<file path="src/rtl/jd_pkg.sv">
package jd_pkg;
   localparam int NUM_DRV  = 4;
   localparam int DRV_HP   = 0;
   localparam int DRV_SPK  = 1;
   localparam int DRV_AUX1 = 2;
   localparam int DRV_AUX2 = 3;

   typedef logic [NUM_DRV-1:0] drv_vec_t;

   typedef struct packed {
      drv_vec_t on_hi;
      drv_vec_t on_lo;
   } gate_mask_t;
endpackage

</file>
<file path="src/rtl/jd_pin_sync.sv">
module jd_pin_sync #(
   parameter int NUM_PINS    = 3,
   parameter int SEL_W       = 2,
   parameter int SYNC_STAGES = 2
) (
   input  logic                clk,
   input  logic                rst_n,
   input  logic [NUM_PINS-1:0] pins_i,
   input  logic [SEL_W-1:0]    sel_i,
   output logic                pin_o
);
   if (SYNC_STAGES < 2) begin : g_bad_stages
      $error("jd_pin_sync: SYNC_STAGES must be at least 2");
   end
   if ((1 << SEL_W) < NUM_PINS) begin : g_bad_sel
      $error("jd_pin_sync: SEL_W too narrow for NUM_PINS");
   end

   logic [NUM_PINS-1:0] synced;

   for (genvar p = 0; p < NUM_PINS; p++) begin : g_pin
      logic [SYNC_STAGES-1:0] chain;
      always_ff @(posedge clk or negedge rst_n) begin
         if (!rst_n) chain <= '0;
         else        chain <= {chain[SYNC_STAGES-2:0], pins_i[p]};
      end
      assign synced[p] = chain[SYNC_STAGES-1];
   end

   // Out-of-range select reads as 0
   always_comb begin
      pin_o = 1'b0;
      for (int i = 0; i < NUM_PINS; i++) begin
         if (sel_i == SEL_W'(i)) pin_o = synced[i];
      end
   end
endmodule

</file>
<file path="src/rtl/jd_debounce.sv">
module jd_debounce #(
   parameter int CONFIRM = 6,
   parameter int SEL_W   = 2
) (
   input  logic             clk,
   input  logic             rst_n,
   input  logic             en_i,
   input  logic [SEL_W-1:0] sel_i,
   input  logic             tick_i,
   input  logic             sample_i,
   output logic             level_o
);
   if (CONFIRM < 2) begin : g_bad_confirm
      $error("jd_debounce: CONFIRM must be at least 2");
   end

   localparam int CNT_W = $clog2(CONFIRM);
   localparam logic [CNT_W-1:0] LAST = CNT_W'(CONFIRM - 1);

   logic [CNT_W-1:0] cnt;
   logic [SEL_W-1:0] sel_q;
   logic             restart;

   assign restart = !en_i || (sel_i != sel_q);

   always_ff @(posedge clk or negedge rst_n) begin
      if (!rst_n) begin
         level_o <= 1'b0;
         cnt     <= '0;
         sel_q   <= '0;
      end else begin
         sel_q <= sel_i;
         if (restart) begin
            cnt <= '0;
         end else if (tick_i) begin
            if (sample_i == level_o) begin
               cnt <= '0;
            end else if (cnt == LAST) begin
               level_o <= sample_i;
               cnt     <= '0;
            end else begin
               cnt <= cnt + 1'b1;
            end
         end
      end
   end

   p_cnt_bound_r4: assert property (@(posedge clk) disable iff (!rst_n)
      cnt <= LAST);
   p_flip_after_run_r4: assert property (@(posedge clk) disable iff (!rst_n)
      (level_o != $past(level_o)) |-> ($past(tick_i) && $past(cnt) == LAST));
   p_hold_no_tick_r5: assert property (@(posedge clk) disable iff (!rst_n)
      !tick_i |=> $stable(level_o));
   p_clear_disabled_r6: assert property (@(posedge clk) disable iff (!rst_n)
      !en_i |=> (cnt == '0) && $stable(level_o));
   p_clear_on_sel_r7: assert property (@(posedge clk) disable iff (!rst_n)
      (sel_i != $past(sel_i)) |=> (cnt == '0));
endmodule

</file>
<file path="src/rtl/jd_pwr_map.sv">
module jd_pwr_map
   import jd_pkg::*;
#(
   parameter bit OUT_REG = 1'b0
) (
   input  logic       clk,
   input  logic       rst_n,
   input  logic       en_i,
   input  logic       jack2bias_i,
   input  logic       level_i,
   input  logic       host_bias_i,
   input  drv_vec_t   host_pwr_i,
   input  gate_mask_t mask_i,
   output logic       bias_o,
   output drv_vec_t   drv_o
);
   drv_vec_t gate;
   logic     bias_d;
   drv_vec_t drv_d;

   always_comb begin
      if (!en_i)        gate = '1;
      else if (level_i) gate = mask_i.on_hi;
      else              gate = mask_i.on_lo;
      bias_d = host_bias_i | (en_i & jack2bias_i & level_i);
   end

   for (genvar d = 0; d < NUM_DRV; d++) begin : g_drv
      assign drv_d[d] = host_pwr_i[d] & gate[d];
   end

   if (OUT_REG) begin : g_reg
      always_ff @(posedge clk or negedge rst_n) begin
         if (!rst_n) begin
            bias_o <= 1'b0;
            drv_o  <= '0;
         end else begin
            bias_o <= bias_d;
            drv_o  <= drv_d;
         end
      end
   end else begin : g_comb
      assign bias_o = bias_d;
      assign drv_o  = drv_d;

      p_bias_host_r8: assert property (@(posedge clk) disable iff (!rst_n)
         host_bias_i |-> bias_o);
      p_drv_host_r9: assert property (@(posedge clk) disable iff (!rst_n)
         (drv_o & ~host_pwr_i) == '0);
      p_pass_disabled_r6: assert property (@(posedge clk) disable iff (!rst_n)
         !en_i |-> (drv_o == host_pwr_i) && (bias_o == host_bias_i));
   end
endmodule

</file>
<file path="src/rtl/jackdet_pwr_gate.sv">
module jackdet_pwr_gate
   import jd_pkg::*;
#(
   parameter int NUM_PINS        = 3,
   parameter int SEL_W           = 2,
   parameter int SYNC_STAGES     = 2,
   parameter int CONFIRM_SAMPLES = 6,
   parameter bit OUT_REG         = 1'b0
) (
   input  logic                clk,
   input  logic                rst_n,
   input  logic [NUM_PINS-1:0] pins_i,
   input  logic [SEL_W-1:0]    pin_sel_i,
   input  logic                det_en_i,
   input  logic                jack_bias_en_i,
   input  logic                slow_tick_i,
   input  logic                host_bias_i,
   input  logic [NUM_DRV-1:0]  host_pwr_i,
   input  logic [NUM_DRV-1:0]  mask_hi_i,
   input  logic [NUM_DRV-1:0]  mask_lo_i,
   output logic                jack_level_o,
   output logic                bias_en_o,
   output logic [NUM_DRV-1:0]  drv_en_o
);
   if (NUM_PINS < 1) begin : g_bad_pins
      $error("jackdet_pwr_gate: NUM_PINS must be at least 1");
   end

   logic       pin_s;
   gate_mask_t masks;

   assign masks.on_hi = mask_hi_i;
   assign masks.on_lo = mask_lo_i;

   jd_pin_sync #(
      .NUM_PINS    (NUM_PINS),
      .SEL_W       (SEL_W),
      .SYNC_STAGES (SYNC_STAGES)
   ) u_sync (
      .clk    (clk),
      .rst_n  (rst_n),
      .pins_i (pins_i),
      .sel_i  (pin_sel_i),
      .pin_o  (pin_s)
   );

   jd_debounce #(
      .CONFIRM (CONFIRM_SAMPLES),
      .SEL_W   (SEL_W)
   ) u_deb (
      .clk      (clk),
      .rst_n    (rst_n),
      .en_i     (det_en_i),
      .sel_i    (pin_sel_i),
      .tick_i   (slow_tick_i),
      .sample_i (pin_s),
      .level_o  (jack_level_o)
   );

   jd_pwr_map #(
      .OUT_REG (OUT_REG)
   ) u_map (
      .clk         (clk),
      .rst_n       (rst_n),
      .en_i        (det_en_i),
      .jack2bias_i (jack_bias_en_i),
      .level_i     (jack_level_o),
      .host_bias_i (host_bias_i),
      .host_pwr_i  (host_pwr_i),
      .mask_i      (masks),
      .bias_o      (bias_en_o),
      .drv_o       (drv_en_o)
   );
endmodule

</file>
<file path="config.mk">
export PLATFORM = sky130hd
export DESIGN_NAME = jackdet_pwr_gate
export DESIGN_NICKNAME = d
export VERILOG_FILES = /design/src/rtl/jd_pkg.sv /design/src/rtl/jd_pin_sync.sv /design/src/rtl/jd_debounce.sv /design/src/rtl/jd_pwr_map.sv /design/src/rtl/jackdet_pwr_gate.sv
export SDC_FILE = /design/constraint.sdc
export NUM_CORES = 1
export LEC_CHECK = 0
export CAP_MARGIN = 15
export CORE_AREA = 2 2 53 55
export CTS_CLUSTER_DIAMETER = 30
export DETAILED_ROUTE_END_ITERATION = 8
export DIE_AREA = 0 0 55 57
export PLACE_DENSITY = 0.53
export SYNTH_ARGS = -nofsm -noshare
export SYNTH_HDL_FRONTEND = slang
export SYNTH_SLANG_ARGS = --single-unit
export TNS_END_PERCENT = 20
</file>
<file path="constraint.sdc">
create_clock -name clk -period 3 [get_ports clk]
set_clock_uncertainty 0.15 [all_clocks]
set_input_delay 0.3 -clock clk [delete_from_list [all_inputs] [get_ports clk]]
set_output_delay 0.3 -clock clk [all_outputs]
set_load 0.05 [all_outputs]
</file>
=== Word-level counts from Yosys, hierarchy flattened ===
Cells that the tools add are included.

* Register bits after elaboration: 12

* Bitwise logic cells: 9
* Reduce and logical (&&, ||, !) cells: 5
* $add $sub $neg: 1
* Equality and inequality tests: 5
* Muxes and demuxes: 9

{| class="wikitable"
|+ Operator list
! operator !! number
|-
| $mux W3 || 4
|-
| $mux W4 || 2
|-
| $and A1 B1 Y1 || 6
|-
| $reduce_and A4 Y1 || 1
|-
| $add A3 B1 Y3 const B || 1
|-
| $eq A3 B3 Y1 const B || 1
|-
| $mux W1 || 3
|-
| $eq A2 B1 Y1 const B || 1
|-
| $eq A2 B2 Y1 const B || 1
|-
| $logic_not A2 Y1 || 1
|-
| $ne A2 B2 Y1 || 1
|-
| $not A1 Y1 || 2
|-
| $reduce_bool A2 Y1 || 1
|-
| $eq A1 B1 Y1 || 1
|-
| $logic_not A1 Y1 || 1
|-
| $logic_or A1 B1 Y1 || 1
|-
| $or A1 B1 Y1 || 1
|}

=== Longest topological paths before layout ===
* Depth after elaboration: 8
* Gate-level depth with buffers: 5
* Mapped depth without buffers: 4

=== By module ===
Synthesis repeated with hierarchy kept, for this count alone.

* Cells, all modules: 42
* Area total of the unflattened synthesis: 546.8 um2

{| class="wikitable"
|+ Modules (own cells, without submodules)
! module !! area an instance (um2) !! cells each !! instances !! seq. area each (um2)
|-
| jd_debounce || 284.0 || 23 || 1 || 150.1
|-
| jd_pin_sync || 172.7 || 9 || 1 || 150.1
|-
| jd_pwr_map || 90.1 || 10 || 1 || 0.0
|}

=== Least setup slack after synthesis ===
No wires, ideal clock.

* Kind: flip-flop to output port
* Start: register u_deb.level_o
* End: output port drv_en_o[0]
* Path slack: 0.512 ns
* Cell stages (with the launch flop): 4
* Required time: 2.550 ns
* Path buffers: 1
* Data arrival time: 2.038 ns
* Path through: dfrtp_1 -> buf_6 -> mux2i_1 -> a21boi_0

* Word-level cells in the longest chain between the ends: 3

{| class="wikitable"
|+ RTL lines
! what !! line !! text
|-
| start, declared || jd_debounce.sv:11 || <nowiki>output logic level_o</nowiki>
|-
| start signal, assigned || jd_debounce.sv:39 || <nowiki>level_o <= sample_i;</nowiki>
|-
| $mux W4 || jd_pwr_map.sv:23 || <nowiki>else if (level_i) gate = mask_i.on_hi;</nowiki>
|-
| $mux W4 || jd_pwr_map.sv:22 || <nowiki>if (!en_i) gate = '1;</nowiki>
|-
| $and A1 B1 Y1 || jd_pwr_map.sv:29 || <nowiki>assign drv_d[d] = host_pwr_i[d] & gate[d];</nowiki>
|-
| end, declared || jackdet_pwr_gate.sv:23 || <nowiki>output logic [NUM_DRV-1:0] drv_en_o</nowiki>
|}

No other way between the ends.

=== Worst setup path in the final report ===
* Start: register u_deb.level_o
* End: output port drv_en_o[2]

Same word-level chain as after synthesis.

==> flow_summary.ini <==
[timing]
setup_viol_count_final = 0
slew_violations = 0
grt_setup_unrepaired = false
setup_ws_ns = 0.461
worst_slew_pin_slew_ns = 0.530
whs_ns = 0.201
relSlewSlack_pct = 64.5
timing.fmax_mhz = 394
fin_crit_ns = 2.54
finalHoldViolations = 0
fin_tns_setup_ns = 0
fin_crit_sh_pct = 84.6

[worst_setup_path]
crit_chain = mux2i_1 -> a21boi_0 -> clkdlybuf4s50_1
worstSetupStartpoint = u_deb.level_o$_DFFE_PN0P_
worstPathRequired_ns = 2.55
max_stage_delay_ns = 0.84
crit_path_end_kind = primary output
crit_fanout = 11
cp.arrival_ns = 2.09
start_kind = register
r2r_start = u_deb.level_o$_DFFE_PN0P_
cpMaxStageDelayCell = clkdlybuf4s50_1
criticalPathCategory = register to primary output

[clock_tree]
root_buffer = clkbuf_4
clk_path_buf_depth = 2
cts_resized = 0
post_cts_buffers = 0
clk-insertion-delay-late_ns = 0.27
cts.sinks = 12
cts_tree = built
cts-buffers-inserted = 3
path_clk_slew_ns = 0.08
cts_hold_buf = 0
cts_max_level = 1

[finish]
finalInstanceArea_um2 = 936
regArea_um2 = 300
drive_gt1_share_pct = 10.7
stdcell_count = 115
final_common_cell = clkdlybuf4s50_1
nets = 108
num_antenna_cells = 0
multiInputGateArea_um2 = 273
syn_to_final_growth_pct = 55.2
finalCoreUtilization_pct = 35.8
final_cell_mix = clkdlybuf4s50_1, dfrtp_1, nand2_1, mux2i_1, a21boi_0
fillCellCount = 274

[grt]
antenna_found_initial = 0
grt_pass1_vias = 494
grt_use_total_pct = 8.57
overflow = 0
grt_max_degree = 13
grt_pass1_wl_mm = 1.97

[power]
max-vdd-ir-drop_mv = 0.264
total_power_uw = 373
power_density_mw_per_mm2 = 399
leakage_nw = 0.378

[routing]
drt_iter0_drc = 1
num_vias = 485
drt_pre_antenna_iters = 2
wl_per_cell_um = 11.1
drc_errors = 0
drtAntennaViolNets = 0
vias_per_cell = 4.22
drt_wl_total_mm = 1.28

[place]
dp_slack_ns = 0.642
place_hpwl_um = 986
routabilityCongestion = 0.717
dpl.cell_count = 111
port_buffers = 28
placed_area_um2 = 900

[yosys]
ys_ff_latch = 12
synth_area_um2 = 603
avgSynthCellArea_um2 = 11.2
syn-num-nets = 77
yosysSeqAreaShare_pct = 49.8
netlist_instances = 54
synth.distinct_cells = 22
yosysWarningCount = 0

[job]
cap_violations = 0

[die]
row_count = 19
die_h_um = 57
core_mm2 = 0.00262
die_width_um = 55
ios = 29
start_util_pct = 23.1
dieArea_mm2 = 0.00314

[hold_path]
hold_start = u_sync.g_pin[2].chain[0]$_DFF_PN0_
min_path_type = register to register

[status]
status = finished, final reports clean
-- metal layers --
layer	vias to the layer above	share of wire, %	GRT usage [%]	wire length (um)
met5	-	0	0	0
met4	0	0.78	4.18	10
met3	2	8.1	1.83	104
met2	18	48	14.1	609
met1	217	43	10.3	552
li1	248	-	-	-
-- worst paths after layout --
| path | endpoint | slack (ns) | cells after the start |
|---|---|---|---|
| hold reg to reg | u_sync.g_pin[2].chain[1]$_DFF_PN0_ | 0.20 | 0 |
| max in group asynchronous | u_sync.g_pin[1].chain[1]$_DFF_PN0_ | 2.12 | 1 |
| hold / removal | u_sync.g_pin[2].chain[1]$_DFF_PN0_ | 0.20 | 0 |
| min in group asynchronous | u_deb.cnt[2]$_DFFE_PN0P_ | 0.22 | 1 |
| setup / recovery | drv_en_o[2] | 0.46 | 3 |
| setup reg to reg | u_deb.cnt[2]$_DFFE_PN0P_ | 1.33 | 4 |
-- synth_stat cells --
master     n  share of area, %
nor2b_1    1               1.0
nand4_1    1               1.0
nor2_1     3               1.9
and2b_1    1               1.2
nand2_1    7               4.4
nand3_2    1               1.7
mux2_4     1               2.5
dfrtp_1   12                50
mux2_2     1               1.9
a31oi_1    1               1.0
buf_6      2               3.7
and3_1     1               1.0
a31o_2     1               1.5
nor3b_1    1               1.2
mux2i_1    6                10
nand2b_1   1               1.0
xnor2_1    2               2.9
inv_1      2               1.2
a21boi_0   5               6.2
a21o_2     1               1.5
nand3b_1   1               1.2
o22ai_1    2               2.1
-- final cells by class --
cell class,instances,area share (%)
flip-flops and latches,12,32.1
repair buffers,28,29.9
multi-input cells,38,29.1
well taps,31,4.14
clock buffers,4,3.88
inverters,2,0.802
-- power by group --
group          switching [mW]  total [mW]  internal (mW)
combinational          0.0355      0.0779         0.0424
sequential            0.00171       0.169          0.167
clock                  0.0527       0.126         0.0737
-- critical path, delay by kind of cell, from the launching register on --
| family | cells | cell delay (ns) |
|---|---|---|
| compound gates | 1 | 0.23 |
| mux | 1 | 0.13 |
| buf+inv | 1 | 0.84 |
| flops | 1 | 0.61 |
-- sequential cells by signal, summed over array words and instances (netlist names) --
signal,flops
u_deb.level_o,1
u_deb.sel_q,2
u_deb.cnt,3
u_sync.g_pin.chain,6
-- cell families after synthesis --
| family | after synthesis | share of synthesized area, % |
|---|---|---|
| buffers and inverters | 4 | 4.98 |
| DFF | 12 | 49.8 |
| muxes | 8 | 14.3 |
| AOI/OAI and AO/OA | 10 | 12.2 |
| and+or+nand+nor | 18 | 15.8 |
| xor gates and xnor gates | 2 | 2.91 |
No activity file was read; power rests on OpenSTA's default activity.
